**src/rtl/acr_pkg.sv**
```systemverilog
package acr_pkg;
  localparam int DATA_W     = 8;
  localparam int MIN_BITS   = 5;
  localparam int MAX_FACTOR = 64;
  localparam int CNT_W      = $clog2(MAX_FACTOR);
  localparam int FAC_W      = CNT_W + 1;
  localparam int IDX_W      = $clog2(DATA_W + 2);
  localparam int SPAN       = DATA_W - MIN_BITS;
  localparam int BRK_W      = $clog2(2 * (DATA_W + 3) * MAX_FACTOR + 1);

  typedef enum logic [1:0] {
    ST_IDLE,
    ST_START,
    ST_BITS,
    ST_STOP
  } rxState_t;

  typedef struct packed {
    logic clear;      // new frame begins: wipe shift register
    logic dataBit;    // sample rxd as the next data bit
    logic parityBit;  // sample rxd as the parity bit
    logic stopBit;    // sample rxd as the stop bit and commit the character
  } rxStrobe_t;

  function automatic logic [FAC_W-1:0] factorOf(input logic [1:0] sel);
    case (sel)
      2'd2:    factorOf = FAC_W'(16);
      2'd3:    factorOf = FAC_W'(64);
      default: factorOf = FAC_W'(1);
    endcase
  endfunction
endpackage

```
**src/rtl/acr_ctrl.sv**
```systemverilog
module acr_ctrl
  import acr_pkg::*;
(
  input  logic            clk,
  input  logic            rstN,
  input  logic            rxEn,
  input  logic            rxd,
  input  logic [1:0]      factorSel,
  input  logic [1:0]      charLen,
  input  logic            parityOn,
  output rxStrobe_t       strb
);
  rxState_t          state, stateNext;
  logic [CNT_W-1:0]  tickCnt, tickCntNext;
  logic [IDX_W-1:0]  bitIdx, bitIdxNext;
  logic              armed;
  logic              startGo;
  logic [FAC_W-1:0]  fac;
  logic [CNT_W-1:0]  fullLoad, halfLoad;
  logic [IDX_W-1:0]  dataBits, lastIdx;
  logic              singleTick;

  assign fac        = factorOf(factorSel);
  assign singleTick = (fac == FAC_W'(1));
  assign fullLoad   = CNT_W'(fac - FAC_W'(1));
  assign halfLoad   = CNT_W'((fac >> 1) - FAC_W'(1));
  assign dataBits   = IDX_W'(MIN_BITS) + IDX_W'(charLen);
  assign lastIdx    = dataBits + IDX_W'(parityOn) - IDX_W'(1);
  assign startGo    = (state == ST_IDLE) && rxEn && !rxd && armed;

  always_comb begin
    stateNext   = state;
    tickCntNext = tickCnt;
    bitIdxNext  = bitIdx;
    strb        = '0;
    unique case (state)
      ST_IDLE: begin
        if (startGo) begin
          strb.clear  = 1'b1;
          bitIdxNext  = '0;
          if (singleTick) begin
            stateNext   = ST_BITS;
            tickCntNext = '0;
          end else begin
            stateNext   = ST_START;
            tickCntNext = halfLoad;
          end
        end
      end
      ST_START: begin
        if (tickCnt == '0) begin
          if (rxd) begin
            stateNext = ST_IDLE;
          end else begin
            stateNext   = ST_BITS;
            tickCntNext = fullLoad;
          end
        end else begin
          tickCntNext = tickCnt - CNT_W'(1);
        end
      end
      ST_BITS: begin
        if (tickCnt == '0) begin
          tickCntNext = fullLoad;
          if (bitIdx < dataBits) strb.dataBit = 1'b1;
          else                   strb.parityBit = 1'b1;
          if (bitIdx == lastIdx) stateNext = ST_STOP;
          else                   bitIdxNext = bitIdx + IDX_W'(1);
        end else begin
          tickCntNext = tickCnt - CNT_W'(1);
        end
      end
      ST_STOP: begin
        if (tickCnt == '0) begin
          strb.stopBit = 1'b1;
          stateNext    = ST_IDLE;
        end else begin
          tickCntNext = tickCnt - CNT_W'(1);
        end
      end
      default: stateNext = ST_IDLE;
    endcase
    if (!rxEn) begin
      stateNext = ST_IDLE;
      strb      = '0;
    end
  end

  always_ff @(posedge clk or negedge rstN) begin
    if (!rstN) begin
      state   <= ST_IDLE;
      tickCnt <= '0;
      bitIdx  <= '0;
      armed   <= 1'b0;
    end else begin
      state   <= stateNext;
      tickCnt <= tickCntNext;
      bitIdx  <= bitIdxNext;
      armed   <= rxd || (armed && !startGo);
    end
  end
endmodule

```
**src/rtl/acr_datapath.sv**
```systemverilog
module acr_datapath
  import acr_pkg::*;
(
  input  logic              clk,
  input  logic              rstN,
  input  logic              rxd,
  input  logic [1:0]        factorSel,
  input  logic [1:0]        charLen,
  input  logic              parityOn,
  input  logic              parityEven,
  input  logic              errClr,
  input  logic              rdStrobe,
  input  rxStrobe_t         strb,
  output logic [DATA_W-1:0] rxData,
  output logic              rxReady,
  output logic              parityErr,
  output logic              overrunErr,
  output logic              framingErr,
  output logic              breakDet
);
  logic [DATA_W-1:0] shiftReg;
  logic              parSample;
  logic [3:0]        alignShift;
  logic [DATA_W-1:0] aligned;
  logic              parMismatch;
  logic [BRK_W-1:0]  lowCnt, brkLimit;
  logic [4:0]        frameBits;

  assign alignShift  = 4'(SPAN) - {2'b00, charLen};
  assign aligned     = shiftReg >> alignShift;
  assign parMismatch = parityOn && ((^shiftReg) ^ parSample ^ !parityEven);

  assign frameBits = 5'(MIN_BITS + 2) + {3'b000, charLen} + {4'b0000, parityOn};
  assign brkLimit  = (BRK_W'(frameBits) * BRK_W'(factorOf(factorSel))) << 1;
  assign breakDet  = (lowCnt >= brkLimit);

  always_ff @(posedge clk or negedge rstN) begin
    if (!rstN) begin
      shiftReg  <= '0;
      parSample <= 1'b0;
    end else begin
      if (strb.clear)          shiftReg  <= '0;
      else if (strb.dataBit)   shiftReg  <= {rxd, shiftReg[DATA_W-1:1]};
      if (strb.parityBit)      parSample <= rxd;
    end
  end

  always_ff @(posedge clk or negedge rstN) begin
    if (!rstN) begin
      rxData     <= '0;
      rxReady    <= 1'b0;
      parityErr  <= 1'b0;
      overrunErr <= 1'b0;
      framingErr <= 1'b0;
    end else begin
      rxReady    <= strb.stopBit || (rxReady && !rdStrobe);
      parityErr  <= (strb.stopBit && parMismatch) || (parityErr && !errClr);
      framingErr <= (strb.stopBit && !rxd)        || (framingErr && !errClr);
      overrunErr <= (strb.stopBit && rxReady)     || (overrunErr && !errClr);
      if (strb.stopBit) rxData <= aligned;
    end
  end

  always_ff @(posedge clk or negedge rstN) begin
    if (!rstN)                 lowCnt <= '0;
    else if (rxd)              lowCnt <= '0;
    else if (lowCnt < brkLimit) lowCnt <= lowCnt + BRK_W'(1);
  end
endmodule

```
**src/rtl/async_char_rx.sv**
```systemverilog
module async_char_rx
  import acr_pkg::*;
(
  input  logic              clk,
  input  logic              rstN,
  input  logic              rxEn,
  input  logic              rxd,
  input  logic [1:0]        factorSel,
  input  logic [1:0]        charLen,
  input  logic              parityOn,
  input  logic              parityEven,
  input  logic              errClr,
  input  logic              rdStrobe,
  output logic [7:0]        rxData,
  output logic              rxReady,
  output logic              parityErr,
  output logic              overrunErr,
  output logic              framingErr,
  output logic              breakDet
);
  rxStrobe_t strb;

  acr_ctrl u_ctrl (
    .clk       (clk),
    .rstN      (rstN),
    .rxEn      (rxEn),
    .rxd       (rxd),
    .factorSel (factorSel),
    .charLen   (charLen),
    .parityOn  (parityOn),
    .strb      (strb)
  );

  acr_datapath u_dp (
    .clk        (clk),
    .rstN       (rstN),
    .rxd        (rxd),
    .factorSel  (factorSel),
    .charLen    (charLen),
    .parityOn   (parityOn),
    .parityEven (parityEven),
    .errClr     (errClr),
    .rdStrobe   (rdStrobe),
    .strb       (strb),
    .rxData     (rxData),
    .rxReady    (rxReady),
    .parityErr  (parityErr),
    .overrunErr (overrunErr),
    .framingErr (framingErr),
    .breakDet   (breakDet)
  );
endmodule

```
**config.mk**
```make
export PLATFORM = sky130hd
export DESIGN_NAME = async_char_rx
export DESIGN_NICKNAME = d
export VERILOG_FILES = /design/src/rtl/acr_pkg.sv /design/src/rtl/acr_ctrl.sv /design/src/rtl/acr_datapath.sv /design/src/rtl/async_char_rx.sv
export SDC_FILE = /design/constraint.sdc
export NUM_CORES = 1
export LEC_CHECK = 0
export CAP_MARGIN = 40
export CORE_ASPECT_RATIO = 0.7
export CORE_MARGIN = 4
export CORE_UTILIZATION = 45
export CTS_CLUSTER_DIAMETER = 100
export DETAILED_ROUTE_END_ITERATION = 6
export PLACE_DENSITY_LB_ADDON = 0.08
export SLEW_MARGIN = 20
export SYNTH_ARGS = -nofsm -noshare
export SYNTH_HDL_FRONTEND = slang
export SYNTH_SLANG_ARGS = --single-unit
```
**constraint.sdc**
```tcl
create_clock -name clk -period 7.7 [get_ports clk]
set_input_delay 1.54 -clock clk [delete_from_list [all_inputs] [get_ports clk]]
set_output_delay 1.54 -clock clk [all_outputs]
set_load 0.1 [all_outputs]
```
# --- After elaboration in Yosys (flattened, before gate mapping) ---
# Cells that the tools add are included.
# W data, S select, Z words.
totals:
  register_bits: 45
  latch_bits: 0
  ramBits: 0
  rom_bits: 0
  inputBits: 12
  output_inout_bits: 13
  word_cells: 112
  memories: 0
classes:
  addsub: 11
  multipliers: 1
  div: 0
  magnitude_cmp: 3
  n_eq_ne: 17
  shifts: 1
  n_mux: 34
  bitwise: 2
  n_reduce_logical: 31
op_table:
  columns: ["op", "n"]
  rows:
  - ["$mux W6", 6]
  - ["$pmux W6 S4", 1]
  - ["$mux W11", 2]
  - ["$mux W2", 10]
  - ["$sub A6 B1 Y6 const B", 3]
  - ["$mux W4", 4]
  - ["$mux W8", 2]
  - ["$ne A3 B2 Y1 const B", 5]
  - ["$pmux W7 S2", 1]
  - ["$logic_and A1 B1 Y1", 12]
  - ["$add A11 B1 Y11 const B", 1]
  - ["$ge A11 B11 Y1", 1]
  - ["$lt A11 B11 Y1", 1]
  - ["$mul A5 B7 Y10", 1]
  - ["$add A3 B2 Y4 const A", 2]
  - ["$eq A2 B2 Y1 const B", 4]
  - ["$pmux W2 S4", 1]
  - ["$pmux W4 S2", 1]
  - ["$reduce_xor A8 Y1", 1]
  - ["$shr A8 B4 Y8", 1]
  - ["$eq A7 B1 Y1 const B", 1]
  - ["$logic_not A6 Y1", 1]
  - ["$mux W1", 6]
  - ["$reduce_bool A2 Y1", 3]
  - ["18 further kinds", 29]

# --- Longest topological paths before layout ---
logic_depth:
  depth_word: 9
  ltp_mapped: 19
  ltp_nobuf: 17

# --- Hierarchy ---
# Synthesis repeated with hierarchy kept, for this count alone.
hier_totals:
  hier_cells: 340
  hier_area_um2: 3271.9
by_module_without_submodules:
  columns: ["module", "instances", "cells_each", "area_each_um2", "seq_area_each_um2"]
  rows:
  - ["acr_datapath", 1, 207, 2084.5, 800.8]
  - ["acr_ctrl", 1, 133, 1187.4, 325.3]

# --- Worst setup path before layout ---
# Ideal clock, no wire load.
synth_path:
  kind: "input to output"
  start: "input port charLen[0]"
  end: "output port breakDet"
  arrival_ns: 6.486
  t_required_ns: 6.160
  slack_ns: -0.326
  path_stages: 15
  path_buffers: 1
  path_cell_list: "clkbuf_1 clkinv_1 ha_1 inv_1 ha_1 and3_1 ha_1 ha_1 ha_1 xor2_1 xnor2_1 ha_1 and3_1 nand2_1 o21ai_0"
synth_via:
  elab_chain_len: 4
synth_lines:
  columns: ["element", "line_no", "source"]
  rows:
  - ["start: declaration", "async_char_rx.sv:9", "input logic [1:0] charLen,"]
  - ["$add A3 B2 Y4", "acr_datapath.sv:33", "assign frameBits = 5'(MIN_BITS + 2) + {3'b000, charLen} + {4'b0000, parityOn};"]
  - ["$add A5 B1 Y5", "acr_datapath.sv:33", null]
  - ["$mul A5 B7 Y10", "acr_datapath.sv:34", "assign brkLimit = (BRK_W'(frameBits) * BRK_W'(factorOf(factorSel))) << 1;"]
  - ["$ge A11 B11 Y1", "acr_datapath.sv:35", "assign breakDet = (lowCnt >= brkLimit);"]
  - ["end: declaration", "async_char_rx.sv:19", "output logic breakDet"]
# Every way passes these cells.

# --- Final worst setup path ---
# Ends and elaborated chain as after synthesis.

==> results.tsv <==
metric	value	unit
status	completed	
placed_cell_area	0.00389	mm^2
ys_types	67	
cts_hold_buf	0	
drtAntennaViolNets	0	
die_area	0.00903	mm^2
synthArstFlopShare	100	%
yosysSeqAreaShare	33.1	%
grt_pass1_wl	12800	um
synth_edf_count	0	
timing_hold_violations_final	0	
maxSlewHeadroom	58.0	%
placedCellCount	490	
place_congestion	0.782	
post_cts.repair.setup_buffers	0	
fmax	139	MHz
yosys_warnings	0	
rsz0062_at_grt	no	
synthCells	368	
worstHoldStart	u_dp.rxData[3]	
clock-sinks	45	
fp.dieH	80.7	um
min_delay_path_depth	2	
power_leakage	1.82	nW
critical_path_class	in -> out	
ir_drop	144	uV
antenna_found_initial	0	
period_needed	7170	ps
cts_resized	0	
netlist_area	0.00340	mm^2
finClkSkew	9.24	ps
critPathTopFamily	adder cells	
postLayoutSetupSlackWorst	527	ps
powerDensity	197	mW/mm^2
cts_buffers	5	
setup_viol	0	
drt-initial-drc-count	176	
pre_cts_slack	504	ps
startpoint_type	input port	
pin_count	25	
fin_tns_setup	0	ps
synth_ff_type	dfrtp_1	
final_cell_area	0.00398	mm^2
power.total	0.000783	W
timing.reg2reg.setup_slack	5160	ps
clk-insertion-delay-late	300	ps
port_buffers	24	
grt_use_total	17.5	%
r2r_start	u_dp.lowCnt[6]	
synth_most_common_cell	dfrtp_1	
vias_per_cell	5.50	
grt_max_degree	31	
grt_pass1_vias	2572	
slowest_stage	clkdlybuf4s50_1	
ys_top_cells_by_count	dfrtp_1, ha_1, nor2_1	
wl_per_cell	15.0	um
via_count	2739	
synth_seq_cells	45	
synth.area.top_cells	dfrtp_1, ha_1, mux2_2, xnor2_1, nor2_1	
cp.arrival	5630	ps
reg2reg_depth	6	
syn_nets	414	
drt-total-wl	7460	um
min_path_type	reg -> reg	
fp.dieW	112	um
drt_first_pass_iters	4	
rows	26	
route.detailed.drc	0	
h-tree-depth	2	
fin_cells	498	
timing.critical_path.buf_inv	4	
crit_chain	clkdlybuf4s50_1 > clkinv_1 > ha_1 > inv_1 > ha_1 > and3_1 > ha_1 > ha_1 > ha_1 > xor2_1 > xnor2_1 > ha_1 > and3_1 > nand2_1 > a21oi_2 > nor2_1 > o21ai_1 > buf_12	
cts_tree	done	
dpl.hpwl	5620	um
synth_area_leader_cell	dfrtp_1	
initial_core_util	46.5	%
fin_nets	445	
area_growth	16.9	%
ctsRootBufferMaster	clkbuf_8	
avgSynthCellArea	9.24	um^2
clk_path_buf_depth	2	
required	6160	ps
grt-ovfl-total	0	
end_kind	primary output	
worstMarginPinSlew	630	ps
slowest_delay	490	ps
synth_top_area_share	33.1	%
design.core.area	0.00732	mm^2
maxCapViolations	0	
final_max_slew_viol_count	0	
worstPathMaxFanout	18	
antenna_cells	0	
fin_crit_sh	93.2	%
layout-drive-gt1-share	13.3	%
whs_endpoint	u_dp.rxData[3]	
timing.rr.end	u_dp.lowCnt[5]	
clkTransAtPathRegs	80	ps
cpMostUsedCell	ha_1	
## worst min-delay path, stage by stage (launching register included)
cell     delay [ps]
dfrtp_1         350
nand2_1          50
o21ai_0          60
## power breakdown
part | switching [W] | leakage [nW] | internal (W) | total [W]
logic | 0.000190 | 1.16 | 0.000133 | 0.000323
registers | 0.0000474 | 0.614 | 0.000265 | 0.000313
clock network | 0.0000844 | 0.0450 | 0.0000631 | 0.000148
total | 0.000322 | 1.82 | 0.000461 | 0.000783
## stage by stage
step / hold WS (ps) / utilization, %
floorplan: 479 / -
global placement: 466 / 50.3
detailed placement: 471 / 53.2
CTS: 490 / 54.3
global route: 518 / 54.3
finish: 486 / 54.3
## sequential cells by signal, indices dropped and copies added (netlist names), 2 cells and up
name	count
u_dp.lowCnt	11
u_dp.shiftReg	8
u_dp.rxData	8
u_ctrl.tickCnt	6
u_ctrl.state	2
u_ctrl.bitIdx	4
## routing by layer
layer	GRT usage [%]	part of all wire, %	wire length (um)	vias up
li1	-	-	-	1383
met1	27.1	53	3980	1291
met2	25.5	41	3080	60
met3	3.35	4.7	351	5
met4	3.40	0.70	52	0
met5	0	0	0	-
## layout make-up
class	count	area [um^2]
clock inverter	2	10.0
sequential	45	1130
clock buffer	6	72.6
fill	642	3340
multi-input combinational	281	2070
tap	98	123
inverter	25	93.8
timing repair buffer	41	483
## cells in the final DEF (no fill, tap or decap), types with 4 or more instances in the layout
master / n
o21ai_0: 13
a21oi_1: 22
inv_1: 24
or4_1: 4
o31ai_1: 5
dfrtp_1: 45
nor2_1: 30
mux2_2: 11
nor3_1: 9
xnor2_1: 13
nor2b_1: 10
nand4_1: 7
nand3_1: 10
clkbuf_8: 5
nand2_1: 26
mux2i_1: 11
and3_1: 5
o211ai_1: 5
clkdlybuf4s50_1: 22
buf_8: 13
ha_1: 34
## how the worst max path moves through the flow
stage	from	end	cells past startpoint
after floorplan	charLen[0]	breakDet	18
after global placement	charLen[0]	breakDet	18
after detailed placement	charLen[0]	breakDet	18
after CTS	charLen[0]	breakDet	18
after global routing	charLen[0]	breakDet	18
final	charLen[0]	breakDet	18
## logic make-up (layout without fill, tap and decap cells)
| logic type | Yosys count | count (layout) | share of synthesized area [%] |
|---|---|---|---|
| compound gates | 77 | 77 | 15.2 |
| xor+xnor | 16 | 16 | 4.12 |
| fa+ha+maj | 34 | 34 | 12.5 |
| buf+inv | 42 | 74 | 6.07 |
| flops | 45 | 45 | 33.1 |
| mux | 23 | 23 | 7.32 |
| simple gates | 131 | 131 | 21.7 |
(Power assumes the default switching activity.)
